File: config.mk
export PLATFORM = sky130hd
export DESIGN_NAME = pix_out_formatter
export DESIGN_NICKNAME = d
export VERILOG_FILES = /design/src/rtl/pix_fmt_pkg.sv /design/src/rtl/luma_round_clip.sv /design/src/rtl/chroma_round_clip.sv /design/src/rtl/range_limiter.sv /design/src/rtl/pix_out_formatter.sv
export SDC_FILE = /design/constraint.sdc
export NUM_CORES = 1
export LEC_CHECK = 0
export BUFFER_PORTS_ARGS = -buffer_cell sky130_fd_sc_hd__buf_2
export CORE_AREA = 5 5 69 87
export CTS_BUF_LIST = sky130_fd_sc_hd__clkbuf_4
export CTS_CLUSTER_DIAMETER = 100
export DETAILED_ROUTE_END_ITERATION = 8
export DIE_AREA = 0 0 74 92
export PLACE_DENSITY = 0.81
export SLEW_MARGIN = 20
export SYNTH_ARGS = -nofsm -noshare
export SYNTH_HDL_FRONTEND = slang
export SYNTH_HIERARCHICAL = 1
export SYNTH_SLANG_ARGS = --single-unit
File: constraint.sdc
create_clock -name clk -period 0.8 [get_ports clk]
set_input_delay 0.24 -clock clk [delete_from_list [all_inputs] [get_ports clk]]
set_output_delay 0.24 -clock clk [all_outputs]
set_load 0.01 [all_outputs]
File: src/rtl/pix_fmt_pkg.sv
package pix_fmt_pkg;

   typedef enum logic [1:0] {
      LIM_NONE   = 2'd0,
      LIM_WIDE   = 2'd1,
      LIM_STUDIO = 2'd2
   } limit_kind_e;

   function automatic limit_kind_e pick_limit(input logic bypass, input logic sel);
      if (bypass)   return LIM_NONE;
      else if (sel) return LIM_WIDE;
      else          return LIM_STUDIO;
   endfunction

endpackage

File: src/rtl/luma_round_clip.sv
module luma_round_clip #(
   parameter int IN_INT_W  = 15,
   parameter int IN_FRAC_W = 3,
   parameter int PIX_W     = 8
) (
   input  logic [IN_INT_W+IN_FRAC_W-1:0] din,
   output logic [PIX_W-1:0]              dout
);
   localparam int IN_W   = IN_INT_W + IN_FRAC_W;
   localparam int KEEP_W = PIX_W + 2;
   localparam int SUM_W  = KEEP_W + 1;
   localparam logic signed [SUM_W-1:0] MAX_V = SUM_W'((2 ** PIX_W) - 1);

   if (IN_INT_W < KEEP_W) begin : g_bad_int
      $error("luma_round_clip: IN_INT_W too small for the kept field");
   end
   if (IN_FRAC_W < 1) begin : g_bad_frac
      $error("luma_round_clip: at least one fractional bit is needed");
   end

   logic signed [KEEP_W-1:0] fld;
   logic                     rnd_bit;
   logic signed [SUM_W-1:0]  sum;
   logic                     unused_bits;

   assign fld         = din[IN_FRAC_W +: KEEP_W];
   assign rnd_bit     = din[IN_FRAC_W-1];
   assign sum         = {fld[KEEP_W-1], fld} + SUM_W'(rnd_bit);
   assign unused_bits = ^{din, IN_W'(0)};

   always_comb begin
      if (sum < 0)          dout = '0;
      else if (sum > MAX_V) dout = '1;
      else                  dout = sum[PIX_W-1:0];
   end
endmodule

File: src/rtl/chroma_round_clip.sv
module chroma_round_clip #(
   parameter int IN_INT_W  = 15,
   parameter int IN_FRAC_W = 3,
   parameter int PIX_W     = 8
) (
   input  logic [IN_INT_W+IN_FRAC_W-1:0] din,
   input  logic                          norm,
   output logic [PIX_W-1:0]              dout
);
   localparam int KEEP_W = PIX_W + 1;
   localparam int SUM_W  = KEEP_W + 1;
   localparam logic signed [SUM_W-1:0] MAX_V = SUM_W'((2 ** (PIX_W - 1)) - 1);
   localparam logic signed [SUM_W-1:0] MIN_V = -SUM_W'(2 ** (PIX_W - 1));

   if (IN_INT_W < KEEP_W + 1) begin : g_bad_int
      $error("chroma_round_clip: IN_INT_W too small for the full-range field");
   end
   if (IN_FRAC_W < 1) begin : g_bad_frac
      $error("chroma_round_clip: at least one fractional bit is needed");
   end

   logic signed [KEEP_W-1:0] fld_norm, fld_full, fld;
   logic                     rb_norm, rb_full, rnd_bit;
   logic signed [SUM_W-1:0]  sum;
   logic                     unused_bits;

   // normalised: integer LSBs, round on top fraction bit
   assign fld_norm = din[IN_FRAC_W +: KEEP_W];
   assign rb_norm  = din[IN_FRAC_W-1];
   // full range: one integer bit higher, round on integer LSB
   assign fld_full = din[IN_FRAC_W+1 +: KEEP_W];
   assign rb_full  = din[IN_FRAC_W];

   assign fld         = norm ? fld_norm : fld_full;
   assign rnd_bit     = norm ? rb_norm  : rb_full;
   assign sum         = {fld[KEEP_W-1], fld} + SUM_W'(rnd_bit);
   assign unused_bits = ^din;

   always_comb begin
      if (sum > MAX_V)      dout = MAX_V[PIX_W-1:0];
      else if (sum < MIN_V) dout = MIN_V[PIX_W-1:0];
      else                  dout = sum[PIX_W-1:0];
   end
endmodule

File: src/rtl/range_limiter.sv
module range_limiter
   import pix_fmt_pkg::*;
#(
   parameter int PIX_W      = 8,
   parameter bit IS_CHROMA  = 1'b0,
   parameter int LO_STUDIO  = 16,
   parameter int HI_STUDIO  = 235,
   parameter int LO_WIDE    = 1,
   parameter int HI_WIDE    = 254
) (
   input  logic [PIX_W-1:0] din,
   input  logic             bypass,
   input  logic             sel,
   output logic [PIX_W-1:0] dout
);
   localparam logic [PIX_W-1:0] LO_S = PIX_W'(LO_STUDIO);
   localparam logic [PIX_W-1:0] HI_S = PIX_W'(HI_STUDIO);
   localparam logic [PIX_W-1:0] LO_W = PIX_W'(LO_WIDE);
   localparam logic [PIX_W-1:0] HI_W = PIX_W'(HI_WIDE);

   if (LO_STUDIO > HI_STUDIO || LO_WIDE > HI_WIDE) begin : g_bad_order
      $error("range_limiter: lower limit above upper limit");
   end
   if (HI_STUDIO >= 2 ** PIX_W || HI_WIDE >= 2 ** PIX_W) begin : g_bad_span
      $error("range_limiter: limit does not fit the pixel width");
   end

   logic [PIX_W-1:0] shifted;
   limit_kind_e      kind;

   if (IS_CHROMA) begin : g_offset
      // +half scale on a two's complement byte flips its sign bit
      assign shifted = {~din[PIX_W-1], din[PIX_W-2:0]};
   end else begin : g_plain
      assign shifted = din;
   end

   assign kind = pick_limit(bypass, sel);

   always_comb begin
      unique case (kind)
         LIM_WIDE:   dout = (shifted < LO_W) ? LO_W : (shifted > HI_W) ? HI_W : shifted;
         LIM_STUDIO: dout = (shifted < LO_S) ? LO_S : (shifted > HI_S) ? HI_S : shifted;
         default:    dout = din;
      endcase
   end
endmodule

File: src/rtl/pix_out_formatter.sv
module pix_out_formatter #(
   parameter int IN_INT_W        = 15,
   parameter int IN_FRAC_W       = 3,
   parameter int PIX_W           = 8,
   parameter int LUMA_LO_STUDIO  = 16,
   parameter int LUMA_HI_STUDIO  = 235,
   parameter int CHR_LO_STUDIO   = 16,
   parameter int CHR_HI_STUDIO   = 240,
   parameter int WIDE_LO         = 1,
   parameter int WIDE_HI         = 254
) (
   input  logic                          clk,
   input  logic                          rst_n,
   input  logic                          in_valid,
   input  logic                          ctl_norm,
   input  logic                          ctl_sel,
   input  logic                          ctl_bypass,
   input  logic [IN_INT_W+IN_FRAC_W-1:0] luma_in,
   input  logic [IN_INT_W+IN_FRAC_W-1:0] cha_in,
   input  logic [IN_INT_W+IN_FRAC_W-1:0] chb_in,
   output logic                          out_valid,
   output logic [PIX_W-1:0]              luma_out,
   output logic [PIX_W-1:0]              cha_out,
   output logic [PIX_W-1:0]              chb_out
);
   localparam int IN_W       = IN_INT_W + IN_FRAC_W;
   localparam int NUM_CHROMA = 2;

   if (PIX_W < 2) begin : g_bad_pix
      $error("pix_out_formatter: PIX_W must be at least 2");
   end

   logic [IN_W-1:0]  ch_in   [NUM_CHROMA];
   logic [PIX_W-1:0] ch_clip [NUM_CHROMA];
   logic [PIX_W-1:0] ch_fmt  [NUM_CHROMA];
   logic [PIX_W-1:0] ch_q    [NUM_CHROMA];
   logic [PIX_W-1:0] luma_clip, luma_fmt;

   assign ch_in[0] = cha_in;
   assign ch_in[1] = chb_in;

   luma_round_clip #(
      .IN_INT_W (IN_INT_W),
      .IN_FRAC_W(IN_FRAC_W),
      .PIX_W    (PIX_W)
   ) i_luma_clip (
      .din (luma_in),
      .dout(luma_clip)
   );

   range_limiter #(
      .PIX_W    (PIX_W),
      .IS_CHROMA(1'b0),
      .LO_STUDIO(LUMA_LO_STUDIO),
      .HI_STUDIO(LUMA_HI_STUDIO),
      .LO_WIDE  (WIDE_LO),
      .HI_WIDE  (WIDE_HI)
   ) i_luma_lim (
      .din   (luma_clip),
      .bypass(ctl_bypass),
      .sel   (ctl_sel),
      .dout  (luma_fmt)
   );

   for (genvar c = 0; c < NUM_CHROMA; c++) begin : g_chroma
      chroma_round_clip #(
         .IN_INT_W (IN_INT_W),
         .IN_FRAC_W(IN_FRAC_W),
         .PIX_W    (PIX_W)
      ) i_clip (
         .din (ch_in[c]),
         .norm(ctl_norm),
         .dout(ch_clip[c])
      );

      range_limiter #(
         .PIX_W    (PIX_W),
         .IS_CHROMA(1'b1),
         .LO_STUDIO(CHR_LO_STUDIO),
         .HI_STUDIO(CHR_HI_STUDIO),
         .LO_WIDE  (WIDE_LO),
         .HI_WIDE  (WIDE_HI)
      ) i_lim (
         .din   (ch_clip[c]),
         .bypass(ctl_bypass),
         .sel   (ctl_sel),
         .dout  (ch_fmt[c])
      );

      always_ff @(posedge clk or negedge rst_n) begin
         if (!rst_n) ch_q[c] <= '0;
         else        ch_q[c] <= ch_fmt[c];
      end
   end

   always_ff @(posedge clk or negedge rst_n) begin
      if (!rst_n) begin
         out_valid <= 1'b0;
         luma_out  <= '0;
      end else begin
         out_valid <= in_valid;
         luma_out  <= luma_fmt;
      end
   end

   assign cha_out = ch_q[0];
   assign chb_out = ch_q[1];

   AST_VALID_FOLLOW: assert property (@(posedge clk) disable iff (!rst_n)
      in_valid |=> out_valid);
   AST_VALID_DROP: assert property (@(posedge clk) disable iff (!rst_n)
      !in_valid |=> !out_valid);
   AST_WIDE_RANGE: assert property (@(posedge clk) disable iff (!rst_n)
      (!ctl_bypass && ctl_sel && in_valid) |=>
         (luma_out >= PIX_W'(WIDE_LO) && luma_out <= PIX_W'(WIDE_HI) &&
          cha_out  >= PIX_W'(WIDE_LO) && cha_out  <= PIX_W'(WIDE_HI) &&
          chb_out  >= PIX_W'(WIDE_LO) && chb_out  <= PIX_W'(WIDE_HI)));
   AST_STUDIO_RANGE: assert property (@(posedge clk) disable iff (!rst_n)
      (!ctl_bypass && !ctl_sel && in_valid) |=>
         (luma_out >= PIX_W'(LUMA_LO_STUDIO) && luma_out <= PIX_W'(LUMA_HI_STUDIO) &&
          cha_out  >= PIX_W'(CHR_LO_STUDIO)  && cha_out  <= PIX_W'(CHR_HI_STUDIO) &&
          chb_out  >= PIX_W'(CHR_LO_STUDIO)  && chb_out  <= PIX_W'(CHR_HI_STUDIO)));
   AST_OUT_HOLD: assert property (@(posedge clk) disable iff (!rst_n)
      $stable(luma_in) && $stable(ctl_bypass) && $stable(ctl_sel) && $past(rst_n)
         |=> $stable(luma_out));
endmodule

==> impl_metrics.json, run 1 <==
{
  "internal-power_mw": 3.021,
  "netSwitchingFraction": 0.3903,
  "rows": 29,
  "multi_input_area_mm2": 0.002327,
  "timing.final.hold_violations": 0,
  "status": "finished with violations",
  "synth.cell_area_mm2": 0.002597,
  "p_leak_nw": 1.953,
  "synthFlopType": "dfrtp_1",
  "critPathRequiredTime_ns": 1.06,
  "synth_edf_count": 0,
  "post_dp_cell_area_mm2": 0.003791,
  "slew_viol_final": 0,
  "setup.worst_path.end": "chb_out[0]",
  "pwr-share-comb": 0.565,
  "layout-drive-gt1-share": 0.6378,
  "crit_path_end_kind": "flop",
  "grt.total_usage": 0.2765,
  "ys_warn_count": 6,
  "fillers": 233,
  "rsz0062_at_grt": "yes",
  "fin_crit_ns": 2.591,
  "fmax_ghz": 0.3859,
  "grt_pass1_vias": 3221,
  "crit_arrival_ns": 2.85,
  "via_per_inst": 6.594,
  "wl_per_cell_um": 23.28,
  "htreeDepth": 1,
  "slew_headroom": 0.7142,
  "drtIter0Drc": 277,
  "ys_seq_elements": 25,
  "post-route-period-util": 3.239,
  "violations": "setup timing",
  "dp_hpwl_um": 6445,
  "layout.nets": 506,
  "grt_antenna_before_repair": 1,
  "synth_area_leaders": "dfrtp_1 (24%), maj3_2 (4.3%), a21oi_1 (4.2%)",
  "cts_made_buffers": 3,
  "synth_commonest_cells": "dfrtp_1 (25), a21oi_1 (22), nand3_1 (17)",
  "pwr_density_cell_mw_per_mm2": 1120,
  "grt_start_max_net_pins": 26,
  "cts.sinks": 25,
  "globalplace.congestion": 0.8994,
  "clockPowerShare": 0.135,
  "design_area_mm2": 0.004423,
  "yosys.area.top_type": "dfrtp_1",
  "synth.most_common_cell": "dfrtp_1",
  "hold_slack_ns": 0.2948,
  "die_x_um": 74,
  "ir_drop_v": 0.0008522,
  "hold_depth": 3,
  "routed_wl_um": 11690,
  "pre_cts_slack_ns": -2.133,
  "maxCapViolations": 0,
  "syn-num-nets": 351,
  "core-area_mm2": 0.005044,
  "die_h_um": 92,
  "synth_cell_type_count": 65,
  "p_switching_mw": 1.934,
  "ant_nets": 0,
  "boundaryPins": 85,
  "grt_pass1_wl_um": 15070,
  "place.port_buffers": 63,
  "cts.path.max_buffers": 2,
  "area_delta_synth_final_pct": 70.28,
  "setup_slack_ns": -1.791,
  "firstDrtPassIters": 7,
  "tritoncts": "yes",
  "crit_type": "primary input to flop",
  "min_from": "ctl_bypass",
  "syn_avg_cell_area_um2": 9.114,
  "seq_area_um2": 625.6,
  "path_max_fanout": 7,
  "root_buffer": "clkbuf_4",
  "netlist_instances": 285,
  "die-area_mm2": 0.006808,
  "overflow": 0,
  "route.detailed.drc": 0,
  "async_flop_share": 1.000,
  "yosysSeqAreaShare": 0.2408,
  "start_kind": "primary input",
  "setup_viol": 49,
  "crit_start": "ctl_norm",
  "clkTransAtPathRegs_ns": 0.16,
  "initial_core_util": 0.5150,
  "vias": 3310,
  "worst_pin_slew_ns": 0.4254,
  "sequentialPowerShare": 0.300,
  "yosysTopAreaCellShare": 0.2408,
  "min_path_type": "primary input to flop"
}
[area by class of cell]
cell class | count | area share
multi-input combinational | 229 | 0.5262
timing repair buffer | 170 | 0.2979
sequential | 25 | 0.1414
tap | 62 | 0.01754
inverter | 11 | 0.009335
clock buffer | 3 | 0.005092
clock inverter | 1 | 0.001980
antenna | 1 | 0.0005658
[flip-flops by register name, indices dropped and copies added (netlist names)]
| signal | flops |
|---|---|
| cha_out | 8 |
| chb_out | 8 |
| luma_out | 8 |
| out_valid | 1 |
[logic make-up after synthesis]
family / count (synthesis) / share of synthesized area
XOR/XNOR: 14 / 0.04721
AO/OA/AOI/OAI: 86 / 0.2384
multiplexers: 20 / 0.08189
flip-flops: 25 / 0.2408
buffers and inverters: 31 / 0.06407
AND/OR/NAND/NOR: 93 / 0.2553
adder cells (fa/ha/maj): 16 / 0.07225
[worst max-delay path, stage by stage]
cell       delay (ns)
buf_12           0.11
buf_4            0.15
mux2_4           0.21
ha_4             0.15
and4_4           0.25
a31oi_4          0.10
or2_4            0.31
buf_4            0.14
maj3_2           0.29
o22a_1           0.26
nor4_2           0.30
a2bb2oi_1        0.14
o22ai_2          0.20
[cell usage in the layout, fill, tap and decap left out, types with 3 or more instances in the layout]
cell,n
buf_4,77
buf_2,53
buf_6,35
dfrtp_1,25
a21oi_1,13
inv_1,11
nand3_1,11
maj3_2,10
mux2i_1,9
o22a_1,9
nand2_1,7
and2_1,7
xor2_1,7
o21ai_0,6
a21oi_2,6
ha_4,6
nor2_1,6
mux2_4,5
a31oi_4,5
o21ai_1,5
nor4b_4,4
or2_4,4
nor2b_1,4
and4_4,4
o21ai_2,4
clkbuf_4,3
mux2_2,3
a21o_1,3
nand3_4,3
nand3_2,3
and2_4,3
xnor2_1,3
a21oi_4,3
and3_4,3
o21a_1,3
nor3_1,3
buf_12,3
[through the flow]
step                      power (mW)  setup TNS [ns]    util  cells
after global placement         3.572          -37.79  0.7517    478
after detailed placement       3.652          -39.35  0.7517    478
after floorplan                2.709          -36.46       -    285
after CTS                      4.476          -35.98  0.8221    496
after global routing           5.150          -40.10  0.8770    502
final                          4.956          -38.34  0.8770    502
[metal layers]
metal | share of wire | GRT usage | wire (um)
met1 | 0.34 | 0.3094 | 3952
met2 | 0.50 | 0.5163 | 5873
met3 | 0.082 | 0.03063 | 956
met4 | 0.077 | 0.1057 | 904
met5 | 0 | 0 | 0
[power groups by stage]
| stage | Clock [mW] | Combinational (mW) | Sequential [mW] |
|---|---|---|---|
| 2_1_floorplan | 0 | 1.14 | 1.57 |
| 3_3_place_gp | 0 | 2.08 | 1.49 |
| 3_5_place_dp | 0 | 2.16 | 1.49 |
| 4_1_cts | 0.616 | 2.39 | 1.47 |
| 5_1_grt | 0.726 | 2.92 | 1.50 |
| 6_report | 0.670 | 2.80 | 1.49 |
[worst min path at each step]
stage | end | slack (ns)
after floorplan | cha_out[0] | -0.06
after global routing | luma_out[0] | 0.26
after detailed placement | luma_out[6] | 0.19
after CTS | out_valid | 0.005
after global placement | luma_out[6] | 0.18
final | luma_out[0] | 0.29
[timing repair]
action                                 CTS  global route
gates resized for setup                 52            48
hold buffers                             1             1
pin swaps                               36            26
setup endpoints to repair               49            49
endpoints found under the hold margin   25             1
setup buffers                           13             9
Note: power is estimated with default switching activity, not from simulation.
==> inputs of run 2 (changes only) <==
--- a/config.mk
+++ b/config.mk
@@ -6,12 +6,12 @@
 export NUM_CORES = 1
 export LEC_CHECK = 0
 export BUFFER_PORTS_ARGS = -buffer_cell sky130_fd_sc_hd__buf_2
-export CORE_AREA = 5 5 69 87
+export CORE_AREA = 5 5 72 91
 export CTS_BUF_LIST = sky130_fd_sc_hd__clkbuf_4
 export CTS_CLUSTER_DIAMETER = 100
 export DETAILED_ROUTE_END_ITERATION = 8
-export DIE_AREA = 0 0 74 92
-export PLACE_DENSITY = 0.81
+export DIE_AREA = 0 0 77 96
+export PLACE_DENSITY = 0.78
 export SLEW_MARGIN = 20
 export SYNTH_ARGS = -nofsm -noshare
 export SYNTH_HDL_FRONTEND = slang
==> constraint.sdc (replaced) <==
create_clock -name clk -period 2.2 [get_ports clk]
set_input_delay 0.66 -clock clk [delete_from_list [all_inputs] [get_ports clk]]
set_output_delay 0.66 -clock clk [all_outputs]
set_load 0.01 [all_outputs]
==> impl_metrics.json, run 2 (same netlist as run 1, synthesis figures left out) <==
{
  "status": "finished with violations",
  "violations": "setup timing",
  "grt_antenna_before_repair": 1,
  "grt_pass1_wl_um": 13610,
  "p_leak_nw": 1.926,
  "critPathTopFamily": "simple AND/OR/NAND/NOR gates",
  "place.port_buffers": 63,
  "postCtsHoldBufs": 0,
  "crit_path_end_kind": "flop",
  "overflow": 0,
  "crit_path_max_incr_delay_ns": 0.29,
  "pwr-share-comb": 0.557,
  "min_path_type": "primary input to async pin",
  "seq_area_um2": 625.6,
  "tritoncts": "yes",
  "timing.final.hold_violations": 0,
  "dp_hpwl_um": 5990,
  "tns_ns": -7.764,
  "grt.total_usage": 0.2213,
  "htreeDepth": 1,
  "cts.sinks": 25,
  "largestRegisters": "cha_out: 8 flops, chb_out: 8 flops, luma_out: 8 flops",
  "die_h_um": 96,
  "boundaryPins": 85,
  "slew_headroom": 0.6309,
  "route.detailed.drc": 0,
  "layout-drive-gt1-share": 0.6386,
  "core-area_mm2": 0.005624,
  "rsz0062_at_grt": "yes",
  "clockPowerShare": 0.131,
  "fin_crit_ns": 2.945,
  "cts.path.max_buffers": 2,
  "setup_slack_ns": -0.7452,
  "pwr_density_cell_mw_per_mm2": 398.0,
  "sequentialPowerShare": 0.312,
  "drtIter0Drc": 156,
  "critPathRequiredTime_ns": 2.43,
  "crit_type": "primary input to flop",
  "fin_cells": 507,
  "post-route-period-util": 1.339,
  "fillers": 342,
  "crit_arrival_ns": 3.18,
  "slew_viol_final": 0,
  "routed_wl_um": 9214,
  "area_delta_synth_final_pct": 66.33,
  "mostFrequentLayoutCell": "buf_4",
  "root_buffer": "clkbuf_4",
  "globalplace.congestion": 0.8587,
  "p_switching_uw": 620.6,
  "ant_nets": 0,
  "grt_pass1_vias": 3025,
  "initial_core_util": 0.4618,
  "crit_slowest_cell": "or2_4",
  "die_x_um": 77,
  "cp_cell_sequence": "buf_12, mux2_4, ha_4, ha_4, and4_4, a31oi_4, or2_4, buf_4, maj3_2, o22a_1, buf_4, nand3_1, a21oi_1, o22ai_1",
  "cp.depth": 14,
  "internal-power_mw": 1.099,
  "setup.worst_path.end": "cha_out[0]",
  "firstDrtPassIters": 5,
  "fmax_ghz": 0.3395,
  "design_area_mm2": 0.004320,
  "start_kind": "primary input",
  "utilization": 0.7682,
  "multi_input_area_mm2": 0.002302,
  "grt_start_max_net_pins": 26,
  "dp.cells": 476,
  "cp_num_buf_inv": 3,
  "setup_viol": 20,
  "layout.nets": 507,
  "clkTransAtPathRegs_ns": 0.14,
  "cts_made_buffers": 3,
  "maxCapViolations": 0,
  "path_max_fanout": 6,
  "worst_pin_slew_ns": 0.5537,
  "netSwitchingFraction": 0.3609,
  "rows": 31,
  "hold_slack_ns": 0.3031,
  "vias": 3001,
  "post_dp_cell_area_mm2": 0.003767,
  "die-area_mm2": 0.007392,
  "final_cell_mix": "buf_4 (94), buf_2 (60), dfrtp_1 (25)",
  "ir_drop_v": 0.0002219,
  "wl_per_cell_um": 18.17,
  "via_per_inst": 5.919,
  "crit_start": "ctl_norm"
}
## run 2: cell type report
class / count / share of cell area
well taps: 66 / 0.01911
diodes: 1 / 0.0005792
flip-flops and latches: 25 / 0.1448
clock buffers: 4 / 0.006950
inverters: 11 / 0.009557
repair buffers: 171 / 0.2861
multi-input cells: 229 / 0.5329
## run 2: worst min path at each step
stage	cells after the start	to	from
global route	1	out_valid	rst_n
floorplan	0	cha_out[0]	rst_n
detailed placement	1	out_valid	rst_n
finish	1	cha_out[0]	rst_n
global placement	1	out_valid	rst_n
CTS	1	out_valid	rst_n
## run 2: metal layers
| metal | vias to the layer above | wire, um | GRT usage |
|---|---|---|---|
| met5 | - | 0 | 0 |
| met3 | 32 | 451 | 0.02996 |
| li1 | 1390 | - | - |
| met4 | 0 | 348 | 0.09742 |
| met1 | 1461 | 3398 | 0.2358 |
| met2 | 118 | 5016 | 0.4313 |
## run 2: power groups by stage
stage / sequential [mW] / clock, mW / combinational [mW]
6_report: 0.536 / 0.225 / 0.958
2_1_floorplan: 0.572 / 0 / 0.413
3_3_place_gp: 0.541 / 0 / 0.760
5_1_grt: 0.540 / 0.248 / 1.03
3_5_place_dp: 0.540 / 0 / 0.784
4_1_cts: 0.531 / 0.224 / 0.871
## run 2: repair_timing
action | CTS | global route
endpoints found under the setup margin | 20 | 19
gates resized for setup | 41 | 31
pin swaps | 39 | 27
cloned | 0 | 0
buffers inserted | 21 | 8
## run 2: metrics by stage
step | worst slack (ns) | total power, mW
3_5_place_dp | -1.099 | 1.324
5_1_grt | -0.8026 | 1.815
4_1_cts | -0.6777 | 1.627
6_report | -0.7452 | 1.720
3_3_place_gp | -0.9969 | 1.301
2_1_floorplan | -1.031 | 0.9850
==> inputs of run 3 (changes only) <==
--- a/config.mk
+++ b/config.mk
@@ -6,6 +6,7 @@
 export NUM_CORES = 1
 export LEC_CHECK = 0
 export BUFFER_PORTS_ARGS = -buffer_cell sky130_fd_sc_hd__buf_2
+export CAP_MARGIN = 15
 export CORE_AREA = 5 5 72 91
 export CTS_BUF_LIST = sky130_fd_sc_hd__clkbuf_4
 export CTS_CLUSTER_DIAMETER = 100
==> constraint.sdc (replaced) <==
create_clock -name clk -period 2.52 [get_ports clk]
set_input_delay 0.756 -clock clk [delete_from_list [all_inputs] [get_ports clk]]
set_output_delay 0.756 -clock clk [all_outputs]
set_load 0.02 [all_outputs]
==> impl_metrics.json, run 3 (same netlist as run 1, synthesis figures left out) <==
{
  "utilization": 0.7108,
  "clockPowerShare": 0.127,
  "rows": 31,
  "routed_wl_um": 7507,
  "worst_pin_slew_ns": 0.5445,
  "p_switching_uw": 504.4,
  "cp.depth": 13,
  "crit_path_max_incr_delay_ns": 0.30,
  "rsz0062_at_grt": "yes",
  "area_delta_synth_final_pct": 53.90,
  "initial_core_util": 0.4618,
  "path_max_fanout": 7,
  "cts_made_buffers": 3,
  "boundaryPins": 85,
  "ant_nets": 0,
  "pwr-share-comb": 0.542,
  "fillers": 419,
  "mostFrequentLayoutCell": "buf_4",
  "crit_type": "primary input to flop",
  "netSwitchingFraction": 0.3576,
  "antenna_cells": 0,
  "cts.sinks": 25,
  "root_buffer": "clkbuf_4",
  "route.detailed.drc": 0,
  "cts.path.max_buffers": 2,
  "grt.total_usage": 0.1941,
  "grt_antenna_before_repair": 0,
  "firstDrtPassIters": 4,
  "sequentialPowerShare": 0.331,
  "crit_slowest_cell": "or2_4",
  "design_area_mm2": 0.003998,
  "post_dp_cell_area_mm2": 0.003685,
  "drtIter0Drc": 65,
  "place.port_buffers": 63,
  "cp_num_buf_inv": 2,
  "fin_crit_ns": 2.905,
  "internal-power_uw": 906.1,
  "htreeDepth": 1,
  "cp_cell_sequence": "buf_12, mux2_4, ha_4, ha_4, and4_4, a31oi_4, or2_4, buf_6, maj3_2, o22a_1, nor4_2, a2bb2oi_1, o22ai_1",
  "start_kind": "primary input",
  "crit_path_end_kind": "flop",
  "violations": "setup timing",
  "ir_drop_v": 0.0002146,
  "multi_input_area_mm2": 0.002098,
  "seq_area_um2": 625.6,
  "pre_cts_slack_ns": -0.8787,
  "maxCapViolations": 0,
  "pwr_density_cell_mw_per_mm2": 352.8,
  "postCtsHoldBufs": 0,
  "slew_headroom": 0.6370,
  "layout-drive-gt1-share": 0.5587,
  "setup_slack_ns": -0.3850,
  "clkTransAtPathRegs_ns": 0.12,
  "critPathTopFamily": "simple AND/OR/NAND/NOR gates",
  "largestRegisters": "cha_out: 8 flops, chb_out: 8 flops, luma_out: 8 flops",
  "layout.nets": 493,
  "grt_start_max_net_pins": 26,
  "final_cell_mix": "buf_4 (83), buf_2 (60), dfrtp_1 (25)",
  "overflow": 0,
  "dp_hpwl_um": 5871,
  "p_leak_nw": 1.836,
  "die-area_mm2": 0.007392,
  "die_h_um": 96,
  "tritoncts": "yes",
  "tns_ns": -3.280,
  "grt_pass1_vias": 2731,
  "grt_pass1_wl_um": 12230,
  "critPathRequiredTime_ns": 2.75,
  "globalplace.congestion": 0.8872,
  "crit_arrival_ns": 3.13,
  "min_path_type": "primary input to async pin",
  "die_x_um": 77,
  "via_per_inst": 5.555,
  "setup_viol": 11,
  "vias": 2733,
  "timing.final.hold_violations": 0,
  "core-area_mm2": 0.005624,
  "crit_path_frequent_cell": "ha_4",
  "finalPower_mw": 1.410,
  "slew_viol_final": 0,
  "post-route-period-util": 1.153,
  "wl_per_cell_um": 15.26,
  "status": "finished with violations",
  "fmax_ghz": 0.3442
}
[run 3: layer usage]
metal / GRT usage / wire length [um] / up-vias
li1: - / - / 1366
met3: 0.02809 / 412 / 8
met4: 0.03009 / 71 / 0
met1: 0.2264 / 3008 / 1295
met5: 0 / 0 / -
met2: 0.3803 / 4015 / 64
[run 3: power groups by stage]
stage / Sequential, mW / Combinational (mW) / Clock, mW
detailed placement: 0.474 / 0.702 / 0
global route: 0.473 / 0.824 / 0.202
global placement: 0.474 / 0.685 / 0
floorplan: 0.538 / 0.356 / 0
CTS: 0.467 / 0.742 / 0.182
finish: 0.467 / 0.764 / 0.179
[run 3: final cells by class]
| cell class | count | area share |
|---|---|---|
| Multi-Input combinational cell | 229 | 0.5249 |
| Timing Repair Buffer | 157 | 0.2801 |
| Sequential cell | 25 | 0.1565 |
| Tap cell | 66 | 0.02066 |
| Inverter | 11 | 0.01033 |
| Clock buffer | 4 | 0.007512 |
[run 3: final timing paths]
check                          from          end  slack [ns]
max                        ctl_norm   chb_out[0]       -0.39
min                           rst_n  luma_out[0]        0.42
min in group clk           in_valid    out_valid        0.55
max in group asynchronous     rst_n   chb_out[4]        1.74
[run 3: stage by stage]
stage,hold slack (ns),cells
2_1_floorplan,0.4604,285
3_3_place_gp,0.7536,473
3_5_place_dp,0.7697,473
4_1_cts,0.4302,488
5_1_grt,0.4425,492
6_report,0.4179,492
[run 3: timing repair]
item / in CTS / in global routing
endpoints found under the setup margin: 15 / 14
pin swaps: 30 / 29
gates cloned: 1 / 0
buffers inserted: 10 / 4
gates resized for setup: 16 / 17
